$ cat src/rtl/strobed_mem_pkg.sv
package strobed_mem_pkg;

  typedef enum logic [2:0] {
    CMD_IDLE,
    CMD_ROW,
    CMD_ROW_REFUSE,
    CMD_READ,
    CMD_WRITE,
    CMD_REFUSE
  } strobe_cmd_e;

  // Priority: a row strobe always wins; a column strobe needs an open row
  // and no row strobe in the same cycle.
  function automatic strobe_cmd_e decode_strobe(input logic row_s,
                                                input logic col_s,
                                                input logic we,
                                                input logic opened);
    strobe_cmd_e cmd;
    if (row_s)            cmd = col_s ? CMD_ROW_REFUSE : CMD_ROW;
    else if (!col_s)      cmd = CMD_IDLE;
    else if (!opened)     cmd = CMD_REFUSE;
    else                  cmd = we ? CMD_WRITE : CMD_READ;
    return cmd;
  endfunction

  function automatic logic cmd_loads_row(input strobe_cmd_e cmd);
    return (cmd == CMD_ROW) || (cmd == CMD_ROW_REFUSE);
  endfunction

  function automatic logic cmd_refuses(input strobe_cmd_e cmd);
    return (cmd == CMD_REFUSE) || (cmd == CMD_ROW_REFUSE);
  endfunction

endpackage

$ cat src/rtl/strobed_mem_ctrl.sv
module strobed_mem_ctrl
  import strobed_mem_pkg::*;
#(
  parameter int ADDR_W = 2
) (
  input  logic              clk,
  input  logic              rst_n,
  input  logic              row_strb,
  input  logic              col_strb,
  input  logic              wr_en,
  input  logic [ADDR_W-1:0] addr,
  output logic              row_load,
  output logic              col_read,
  output logic              col_write,
  output logic [ADDR_W-1:0] open_row,
  output logic              row_open,
  output logic              rd_valid,
  output logic              col_err
);

  strobe_cmd_e cmd;
  logic        col_refuse;

  always_comb begin
    cmd        = decode_strobe(row_strb, col_strb, wr_en, row_open);
    row_load   = cmd_loads_row(cmd);
    col_refuse = cmd_refuses(cmd);
    col_read   = (cmd == CMD_READ);
    col_write  = (cmd == CMD_WRITE);
  end

  always_ff @(posedge clk) begin
    if (!rst_n) begin
      row_open <= 1'b0;
      open_row <= '0;
      rd_valid <= 1'b0;
      col_err  <= 1'b0;
    end else begin
      rd_valid <= col_read;
      col_err  <= col_refuse;
      if (row_load) begin
        row_open <= 1'b1;
        open_row <= addr;
      end
    end
  end


  row_open_set_chk: assert property (@(posedge clk) disable iff (!rst_n)
    row_strb |=> row_open && (open_row == $past(addr)));


  open_row_hold_chk: assert property (@(posedge clk) disable iff (!rst_n)
    !row_strb |=> $stable(open_row));


  rd_valid_cause_chk: assert property (@(posedge clk) disable iff (!rst_n)
    rd_valid |-> $past(col_strb && !wr_en && !row_strb));


  col_err_cause_chk: assert property (@(posedge clk) disable iff (!rst_n)
    col_err |-> $past(col_strb));


  err_valid_excl_chk: assert property (@(posedge clk) disable iff (!rst_n)
    !(col_err && rd_valid));


  both_strobes_chk: assert property (@(posedge clk) disable iff (!rst_n)
    (row_strb && col_strb) |=> col_err && !rd_valid);

endmodule

$ cat src/rtl/strobed_mem_lane.sv
module strobed_mem_lane #(
  parameter int SIDE   = 4,
  parameter int CELL_W = 8,
  parameter int ADDR_W = (SIDE > 1) ? $clog2(SIDE) : 1
) (
  input  logic              clk,
  input  logic              rst_n,
  input  logic              row_load,
  input  logic              col_read,
  input  logic              col_write,
  input  logic [ADDR_W-1:0] addr,
  input  logic [ADDR_W-1:0] open_row,
  input  logic [CELL_W-1:0] wdata,
  output logic [CELL_W-1:0] rdata
);

  logic [CELL_W-1:0] grid    [SIDE][SIDE];
  logic [CELL_W-1:0] row_buf [SIDE];

  // Storage: not reset, written only by an accepted column write.
  always_ff @(posedge clk) begin
    if (col_write) grid[open_row][addr] <= wdata;
  end

  // Row buffer: filled by a row strobe, patched by a write.
  always_ff @(posedge clk) begin
    if (row_load) begin
      for (int c = 0; c < SIDE; c++) row_buf[c] <= grid[addr][c];
    end else if (col_write) begin
      row_buf[addr] <= wdata;
    end
  end

  always_ff @(posedge clk) begin
    if (!rst_n)        rdata <= '0;
    else if (col_read) rdata <= row_buf[addr];
  end


  row_copy_chk: assert property (@(posedge clk) disable iff (!rst_n)
    row_load |=> row_buf[0] == grid[$past(addr)][0]);


  write_store_chk: assert property (@(posedge clk) disable iff (!rst_n)
    col_write |=> grid[$past(open_row)][$past(addr)] == $past(wdata));


  write_coherent_chk: assert property (@(posedge clk) disable iff (!rst_n)
    col_write |=> row_buf[$past(addr)] == grid[$past(open_row)][$past(addr)]);


  write_hold_chk: assert property (@(posedge clk) disable iff (!rst_n)
    col_write |=> $stable(rdata));

endmodule

$ cat src/rtl/strobed_mem_wide.sv
module strobed_mem_wide #(
  parameter int SIDE   = 4,
  parameter int CELL_W = 8,
  parameter int LANES  = 8,
  parameter int ADDR_W = (SIDE > 1) ? $clog2(SIDE) : 1,
  parameter int WORD_W = CELL_W * LANES
) (
  input  logic              clk,
  input  logic              rst_n,
  input  logic              row_strb,
  input  logic              col_strb,
  input  logic              wr_en,
  input  logic [ADDR_W-1:0] addr,
  input  logic [WORD_W-1:0] wdata,
  output logic [WORD_W-1:0] rdata,
  output logic              rdata_valid,
  output logic              col_err
);

  logic              row_load;
  logic              col_read;
  logic              col_write;
  logic              row_open;
  logic [ADDR_W-1:0] open_row;

  strobed_mem_ctrl #(.ADDR_W(ADDR_W)) ctrl_i (
    .clk      (clk),
    .rst_n    (rst_n),
    .row_strb (row_strb),
    .col_strb (col_strb),
    .wr_en    (wr_en),
    .addr     (addr),
    .row_load (row_load),
    .col_read (col_read),
    .col_write(col_write),
    .open_row (open_row),
    .row_open (row_open),
    .rd_valid (rdata_valid),
    .col_err  (col_err)
  );

  for (genvar k = 0; k < LANES; k++) begin : g_lane
    strobed_mem_lane #(
      .SIDE  (SIDE),
      .CELL_W(CELL_W),
      .ADDR_W(ADDR_W)
    ) lane_i (
      .clk      (clk),
      .rst_n    (rst_n),
      .row_load (row_load),
      .col_read (col_read),
      .col_write(col_write),
      .addr     (addr),
      .open_row (open_row),
      .wdata    (wdata[k*CELL_W +: CELL_W]),
      .rdata    (rdata[k*CELL_W +: CELL_W])
    );
  end


  no_access_closed_chk: assert property (@(posedge clk) disable iff (!rst_n)
    !row_open |-> !col_read && !col_write);


  reset_quiet_chk: assert property (@(posedge clk)
    !rst_n |=> !rdata_valid && !col_err && !row_open && (rdata == '0));

endmodule

$ cat config.mk
export PLATFORM = sky130hd
export DESIGN_NAME = strobed_mem_wide
export DESIGN_NICKNAME = d
export VERILOG_FILES = /design/src/rtl/strobed_mem_pkg.sv /design/src/rtl/strobed_mem_ctrl.sv /design/src/rtl/strobed_mem_lane.sv /design/src/rtl/strobed_mem_wide.sv
export SDC_FILE = /design/constraint.sdc
export NUM_CORES = 1
export LEC_CHECK = 0
export ABC_CLOCK_PERIOD_IN_PS = 7100
export CORE_ASPECT_RATIO = 2
export CORE_UTILIZATION = 65
export CTS_BUF_LIST = sky130_fd_sc_hd__clkbuf_4 sky130_fd_sc_hd__clkbuf_8
export DETAILED_ROUTE_END_ITERATION = 16
export GPL_ROUTABILITY_DRIVEN = 0
export PLACE_DENSITY = 0.86
export SETUP_SLACK_MARGIN = 0.2
export SLEW_MARGIN = 20
export SYNTH_ARGS = -nofsm -noshare
export SYNTH_HDL_FRONTEND = slang
export SYNTH_HIERARCHICAL = 1
export SYNTH_SLANG_ARGS = --single-unit
$ cat constraint.sdc
create_clock -name clk -period 7.1 [get_ports clk]
set_clock_uncertainty 0.05 [all_clocks]
set_input_delay 0.71 -clock clk [delete_from_list [all_inputs] [get_ports clk]]
set_output_delay 0.71 -clock clk [all_outputs]
set_load 0.02 [all_outputs]
# ---- Yosys cells after proc, flatten, opt, wreduce, memory -nomap -nowiden
# Memories as Yosys holds them, arrays and structs flattened. A register that Yosys moved wholly into a read port is not among the register bits.
# Index checks and enable logic that the tools add are counted.
dict set report word_totals {
  memories 16
  out_inout_bits 66
  ram_bits 1280
  ff_bits 5
}
dict set report classes {
  reduce_logical 19
  n_bitwise 1
  n_eq_ne 5
  n_mux 37
  magnitude_cmp 2
}
# name depth width rd rd_ports_with_merged_regs write_ports line_no
set memory_table {}
lappend memory_table {{g_lane[0].lane_i.grid} 4 32 1 0 1 strobed_mem_lane.sv:17} ;# logic [CELL_W-1:0] grid [SIDE][SIDE];
lappend memory_table {{g_lane[1].lane_i.grid} 4 32 1 0 1 strobed_mem_lane.sv:17}
lappend memory_table {{g_lane[2].lane_i.grid} 4 32 1 0 1 strobed_mem_lane.sv:17}
lappend memory_table {{g_lane[3].lane_i.grid} 4 32 1 0 1 strobed_mem_lane.sv:17}
lappend memory_table {{g_lane[4].lane_i.grid} 4 32 1 0 1 strobed_mem_lane.sv:17}
lappend memory_table {{g_lane[5].lane_i.grid} 4 32 1 0 1 strobed_mem_lane.sv:17}
lappend memory_table {{10 more memories} n/a n/a n/a n/a n/a n/a}
# operator n
set op_table {}
lappend op_table {{two-way mux 8 bit} 9}
lappend op_table {{OR reduction 8 bit} 8}
lappend op_table {{two-way mux 32 bit} 1}
lappend op_table {{two-way mux 2 bit} 9}
lappend op_table {{demux 8 bit (select 2 bit)} 1}
lappend op_table {{two-way mux 1 bit} 13}
lappend op_table {{two-way mux 3 bit} 4}
lappend op_table {{logical NOT 1 bit} 8}
lappend op_table {{equality test 3 x 2 -> 1 bit, second input constant} 2}
lappend op_table {{equality test 3 bit, second input constant} 2}
lappend op_table {{equality test 3 x 1 -> 1 bit, second input constant} 1}
lappend op_table {{greater-or-equal comparator 3 bit, second input constant} 1}
lappend op_table {{< comparator 3 x 1 -> 1 bit, second input constant} 1}
lappend op_table {{inverter 2 -> 3 bit} 1}
lappend op_table {{logical OR 1 bit} 2}
lappend op_table {{logical AND 1 bit} 1}

# ---- Logic depth before layout (Yosys ltp)
dict set report depth {
  depth_word 10
  ltp_mapped 5
  ltp_nobuf 4
}

# ---- Hierarchy
# The synthesis kept the hierarchy.
# mod n_inst cells_each seq_area_each_um2 area_per_inst_um2
set modules_own_cells {}
lappend modules_own_cells {strobed_mem_lane 8 303 4964.8 6633.9}
lappend modules_own_cells {strobed_mem_ctrl 1 17 100.1 183.9}

# ---- Worst setup path before layout
# Ideal clock, no wire load.
dict set report synth_path {
  path_kind {input port to flip-flop}
  from {input port row_strb}
  to {memory g_lane[0].lane_i/grid[0][24] (netlist bit) (enable)}
  path_buffers 0
  stages 4
  t_arrival_ns 2.978
  setup_ns 0.383
  slack_ns 3.688
  t_required_ns 6.667
  path_cell_list {inv_1 > and4_1 > or3b_2 > nor3_1}
}
dict set report synth_via {
  elab_chain_cells 4
}
# item line_no
set synth_lines {}
lappend synth_lines {{from (decl)} strobed_mem_wide.sv:10} ;# input logic row_strb,
lappend synth_lines {{two-way mux 3 bit} strobed_mem_pkg.sv:19} ;# if (row_s) cmd = col_s ? CMD_ROW_REFUSE : CMD_ROW;
lappend synth_lines {{equality test 3 bit} strobed_mem_ctrl.sv:29} ;# col_write = (cmd == CMD_WRITE);
lappend synth_lines {{named net col_write} strobed_mem_wide.sv:22} ;# logic col_write;
lappend synth_lines {{two-way mux 1 bit} strobed_mem_lane.sv:22} ;# if (col_write) grid[open_row][addr] <= wdata;
lappend synth_lines {{two-way mux 32 bit (implied by the code)} strobed_mem_lane.sv:22}
lappend synth_lines {{to (decl)} strobed_mem_lane.sv:17}
# The timed path passes the listed nets, and every way through them passes these cells.

# ---- Final worst setup path
dict set report layout_path {
  from {register ctrl_i.open_row[0]}
  to {memory g_lane[6].lane_i/grid[3][30] (netlist bit) (enable)}
}
# item line_no
set layout_rtl {}
lappend layout_rtl {{from (decl)} strobed_mem_ctrl.sv:15} ;# output logic [ADDR_W-1:0] open_row,
lappend layout_rtl {{from (signal assigned)} strobed_mem_ctrl.sv:43} ;# open_row <= addr;
lappend layout_rtl {{to (decl)} strobed_mem_lane.sv:17}
# Straight into the memory's write port.

==> results.md <==
- Wire length of the first global-routing pass: 166,000 um
- DRC violation count after routing: 0
- ANT nets after route: 0
- Total number of placement rows: 148
- Average wire per standard cell: 29.2 um
- Sequential-to-total area share from yosys stat: 0.748
- CTS tree: yes
- Count of distinct cell types in the synthesized netlist: 26
- Post-synthesis sequential element count: 1,349
- Count of buffers from port buffering: 136
- Gr busiest metal: met2
- Floorplan die width: 204 um
- Critical path launch point type: flip-flop
- Syn Nets: 2,512
- Critical path class: flip-flop to flip-flop
- Vias in the first global route: 27,200
- Synthesized cell area: 53,300 um^2
- Worst slack at placement: 3060 ps
- Portion of the clock cycle consumed by the worst path in the final layout: 0.451
- Number of enable-type register cells in the synthesized netlist: 1,280
- Total of endpoints with negative setup slack in the final report: 0
- Pwr per Cell Area: 260 nW/um^2
- Minimum clock period: 3200 ps
- Inserted Clock Buffers: 165
- Synth Area per Inst: 21.8 um^2
- Post-CTS repair timing setup buffer count: 0
- Pin count of the biggest net entering global routing: 128
- Met1 Track Usage GR: 0.302
- Inst Count DP: 3,534
- Clock transition at the registers of the reported paths: 70 ps
- Syn-to-layout area delta: 11.0%
- Antenna violations before repair: 6
- Clock tree sinks: 1,349
- Setup repair after global routing missed its margin: no
- Synth async-reset ratio: 0
- Number of instances in the synthesized netlist: 2,441
- Root buf cell: sky130_fd_sc_hd__clkbuf_8
- Source-to-sink clock delay at the later pin of the worst-skew pair: 820 ps
- Floorplan core area: 81,300 um^2
- Max-cap violations: 0
- Worst relative slew slack: 0.221
- Worst EP arrival: 3570 ps
- Routed vias/inst: 6.58
- Global route total overflow: 0
- Hold crit path type: input port to flip-flop
- Result of the run: finished, final reports clean
- Slack of the critical path: 3900 ps
- Via Count: 25,300
- Global Route Usage Sum: 0.279
- Largest fanout on the critical path: 35
- Detailed Routing Iterations Pass 1: 5
- Dominant synthesized flop cell: sky130_fd_sc_hd__edfxtp_1
- Leakage power: 18.7 nW
- Num ports: 137
- Resized Gates After CTS: 0
- Met3 Usage GRT: 0.0466
- Half-perimeter wire length of the detailed placement result: 72,200 um
- Count of final hold-check violations: 0
- Post-Route Setup TNS: 0 ps
- VDD IR max: 0.000210 V
- Number of hold-repair buffers added at the cts stage: 0
- Full die area: 83,100 um^2
- Iteration-0 DRC count of the detailed router: 2,213
- FMAX: 0.313 GHz
- Data required, critical path: 7470 ps
- Met2 Track Usage GR: 0.510
- Vertical die dimension: 407 um
- Non-filler instance count after layout: 3,842
- Layout cell share with drive strength beyond 1: 0.336
- Worst Max-Slew Pin Slew: 1160 ps
- Final #Nets: 2,723
- Kind of end point of the critical path: flip-flop
- Starting utilization of the core area: 0.655
- Total length of routed wires: 112,000 um
- Synth warn: 6
- Clk buf depth: 3
- Htree depth: 4
- Pins Over Slew Limit: 0
[per-stage QoR]
stage,util,power [mW],hold slack [ps],instance area (um^2)
finish,0.727,15.4,429,59100
global placement,0.682,9.78,445,55500
global route,0.727,15.8,398,59100
CTS,0.726,15.4,360,59000
floorplan,-,9.47,382,53300
detailed placement,0.682,9.81,432,55500
[synthesized netlist by cell type (9+ instances only)]
master,count,share of area
sky130_fd_sc_hd__buf_2,64,0.0060
sky130_fd_sc_hd__nor2b_1,66,0.0078
sky130_fd_sc_hd__nand2b_1,56,0.0066
sky130_fd_sc_hd__a22o_1,64,0.011
sky130_fd_sc_hd__nor3_1,32,0.0030
sky130_fd_sc_hd__dfxtp_1,69,0.026
sky130_fd_sc_hd__buf_1,16,0.0011
sky130_fd_sc_hd__and2_1,9,0.0011
sky130_fd_sc_hd__nand2_1,9,0.00063
sky130_fd_sc_hd__buf_6,32,0.0068
sky130_fd_sc_hd__nand3b_1,16,0.0023
sky130_fd_sc_hd__nor2_1,96,0.0068
sky130_fd_sc_hd__nor4bb_1,16,0.0030
sky130_fd_sc_hd__mux4_2,320,0.14
sky130_fd_sc_hd__clkbuf_1,9,0.00063
sky130_fd_sc_hd__mux2_2,256,0.054
sky130_fd_sc_hd__edfxtp_1,1280,0.72
[where the power goes]
| group | leakage, nW | total (mW) | internal (mW) | switching, mW |
|---|---|---|---|---|
| Clock | 1.84 | 5.70 | 2.98 | 2.72 |
| Combinational | 4.63 | 0.766 | 0.326 | 0.440 |
| Sequential | 12.3 | 8.88 | 8.82 | 0.0595 |
| Total | 18.7 | 15.4 | 12.1 | 3.22 |
[path summary, 6_finish.rpt]
kind                                   startpoint                                     end  slack (ps)  depth (start not counted)
setup / recovery  ctrl_i/open_row[0]$_SDFFE_PN0P_  g_lane[6].lane_i/grid[3][30]$_DFFE_PP_        3900                          3
hold / removal                           row_strb               ctrl_i/col_err$_SDFF_PN0_         430                          3
setup reg to reg  ctrl_i/open_row[0]$_SDFFE_PN0P_  g_lane[6].lane_i/grid[3][30]$_DFFE_PP_        3900                          3
hold reg to reg      ctrl_i/row_open$_SDFFE_PN0P_               ctrl_i/col_err$_SDFF_PN0_         440                          1
[placed cells by master (no fill, tap or decap), types with 10 or more instances in the layout]
master / instances
sky130_fd_sc_hd__clkinv_2: 36
sky130_fd_sc_hd__clkbuf_4: 34
sky130_fd_sc_hd__bufinv_16: 10
sky130_fd_sc_hd__nand3b_1: 16
sky130_fd_sc_hd__clkinv_1: 24
sky130_fd_sc_hd__nor2b_1: 66
sky130_fd_sc_hd__clkbuf_8: 187
sky130_fd_sc_hd__nor3_2: 22
sky130_fd_sc_hd__nand2b_1: 56
sky130_fd_sc_hd__mux2_2: 256
sky130_fd_sc_hd__nor3_1: 10
sky130_fd_sc_hd__mux4_2: 320
sky130_fd_sc_hd__dfxtp_1: 67
sky130_fd_sc_hd__clkdlybuf4s50_1: 132
sky130_fd_sc_hd__edfxtp_1: 1280
sky130_fd_sc_hd__nor2_1: 96
sky130_fd_sc_hd__buf_4: 24
sky130_fd_sc_hd__a22o_1: 64
sky130_fd_sc_hd__nor4bb_1: 11
[registers in the layout, indices dropped and copies added (netlist names)]
signal                 count
ctrl_i/col_err             1
ctrl_i/row_open            1
g_lane.lane_i/rdata       64
g_lane.lane_i/row_buf    256
ctrl_i/rd_valid            1
ctrl_i/open_row            2
g_lane.lane_i/grid      1024
[per-layer routing]
metal  up-vias  wire, um
met5         -        30
met4         4      5830
met3       316      7050
met2      1227     62800
met1     13100     36600
li1      10600         -
[cell families (layout without fill, tap and decap cells)]
logic type / after synthesis / after routing / synth area share
compound gates: 66 / 66 / 0.0108
buf+inv: 122 / 470 / 0.0146
flops: 1349 / 1349 / 0.748
mux: 578 / 578 / 0.190
other cells: 0 / 3 / 0
simple gates: 326 / 326 / 0.0371
[worst max-delay path, cell delays in order (launching register included)]
cell and delay [ps]:
sky130_fd_sc_hd__dfxtp_2 920, sky130_fd_sc_hd__buf_4 710, sky130_fd_sc_hd__nand2_1 380, sky130_fd_sc_hd__nor2_1 700
[final cells by class]
type	count	area, um^2
multi-input combinational	970	12800
clock inverter	83	678
sequential	1349	39800
antenna	3	7.51
clock buffer	221	2830
timing repair buffer	165	1660
fill	4206	22200
inverter	1	3.75
tap	1050	1310
Power figures use the tool's default switching activity.
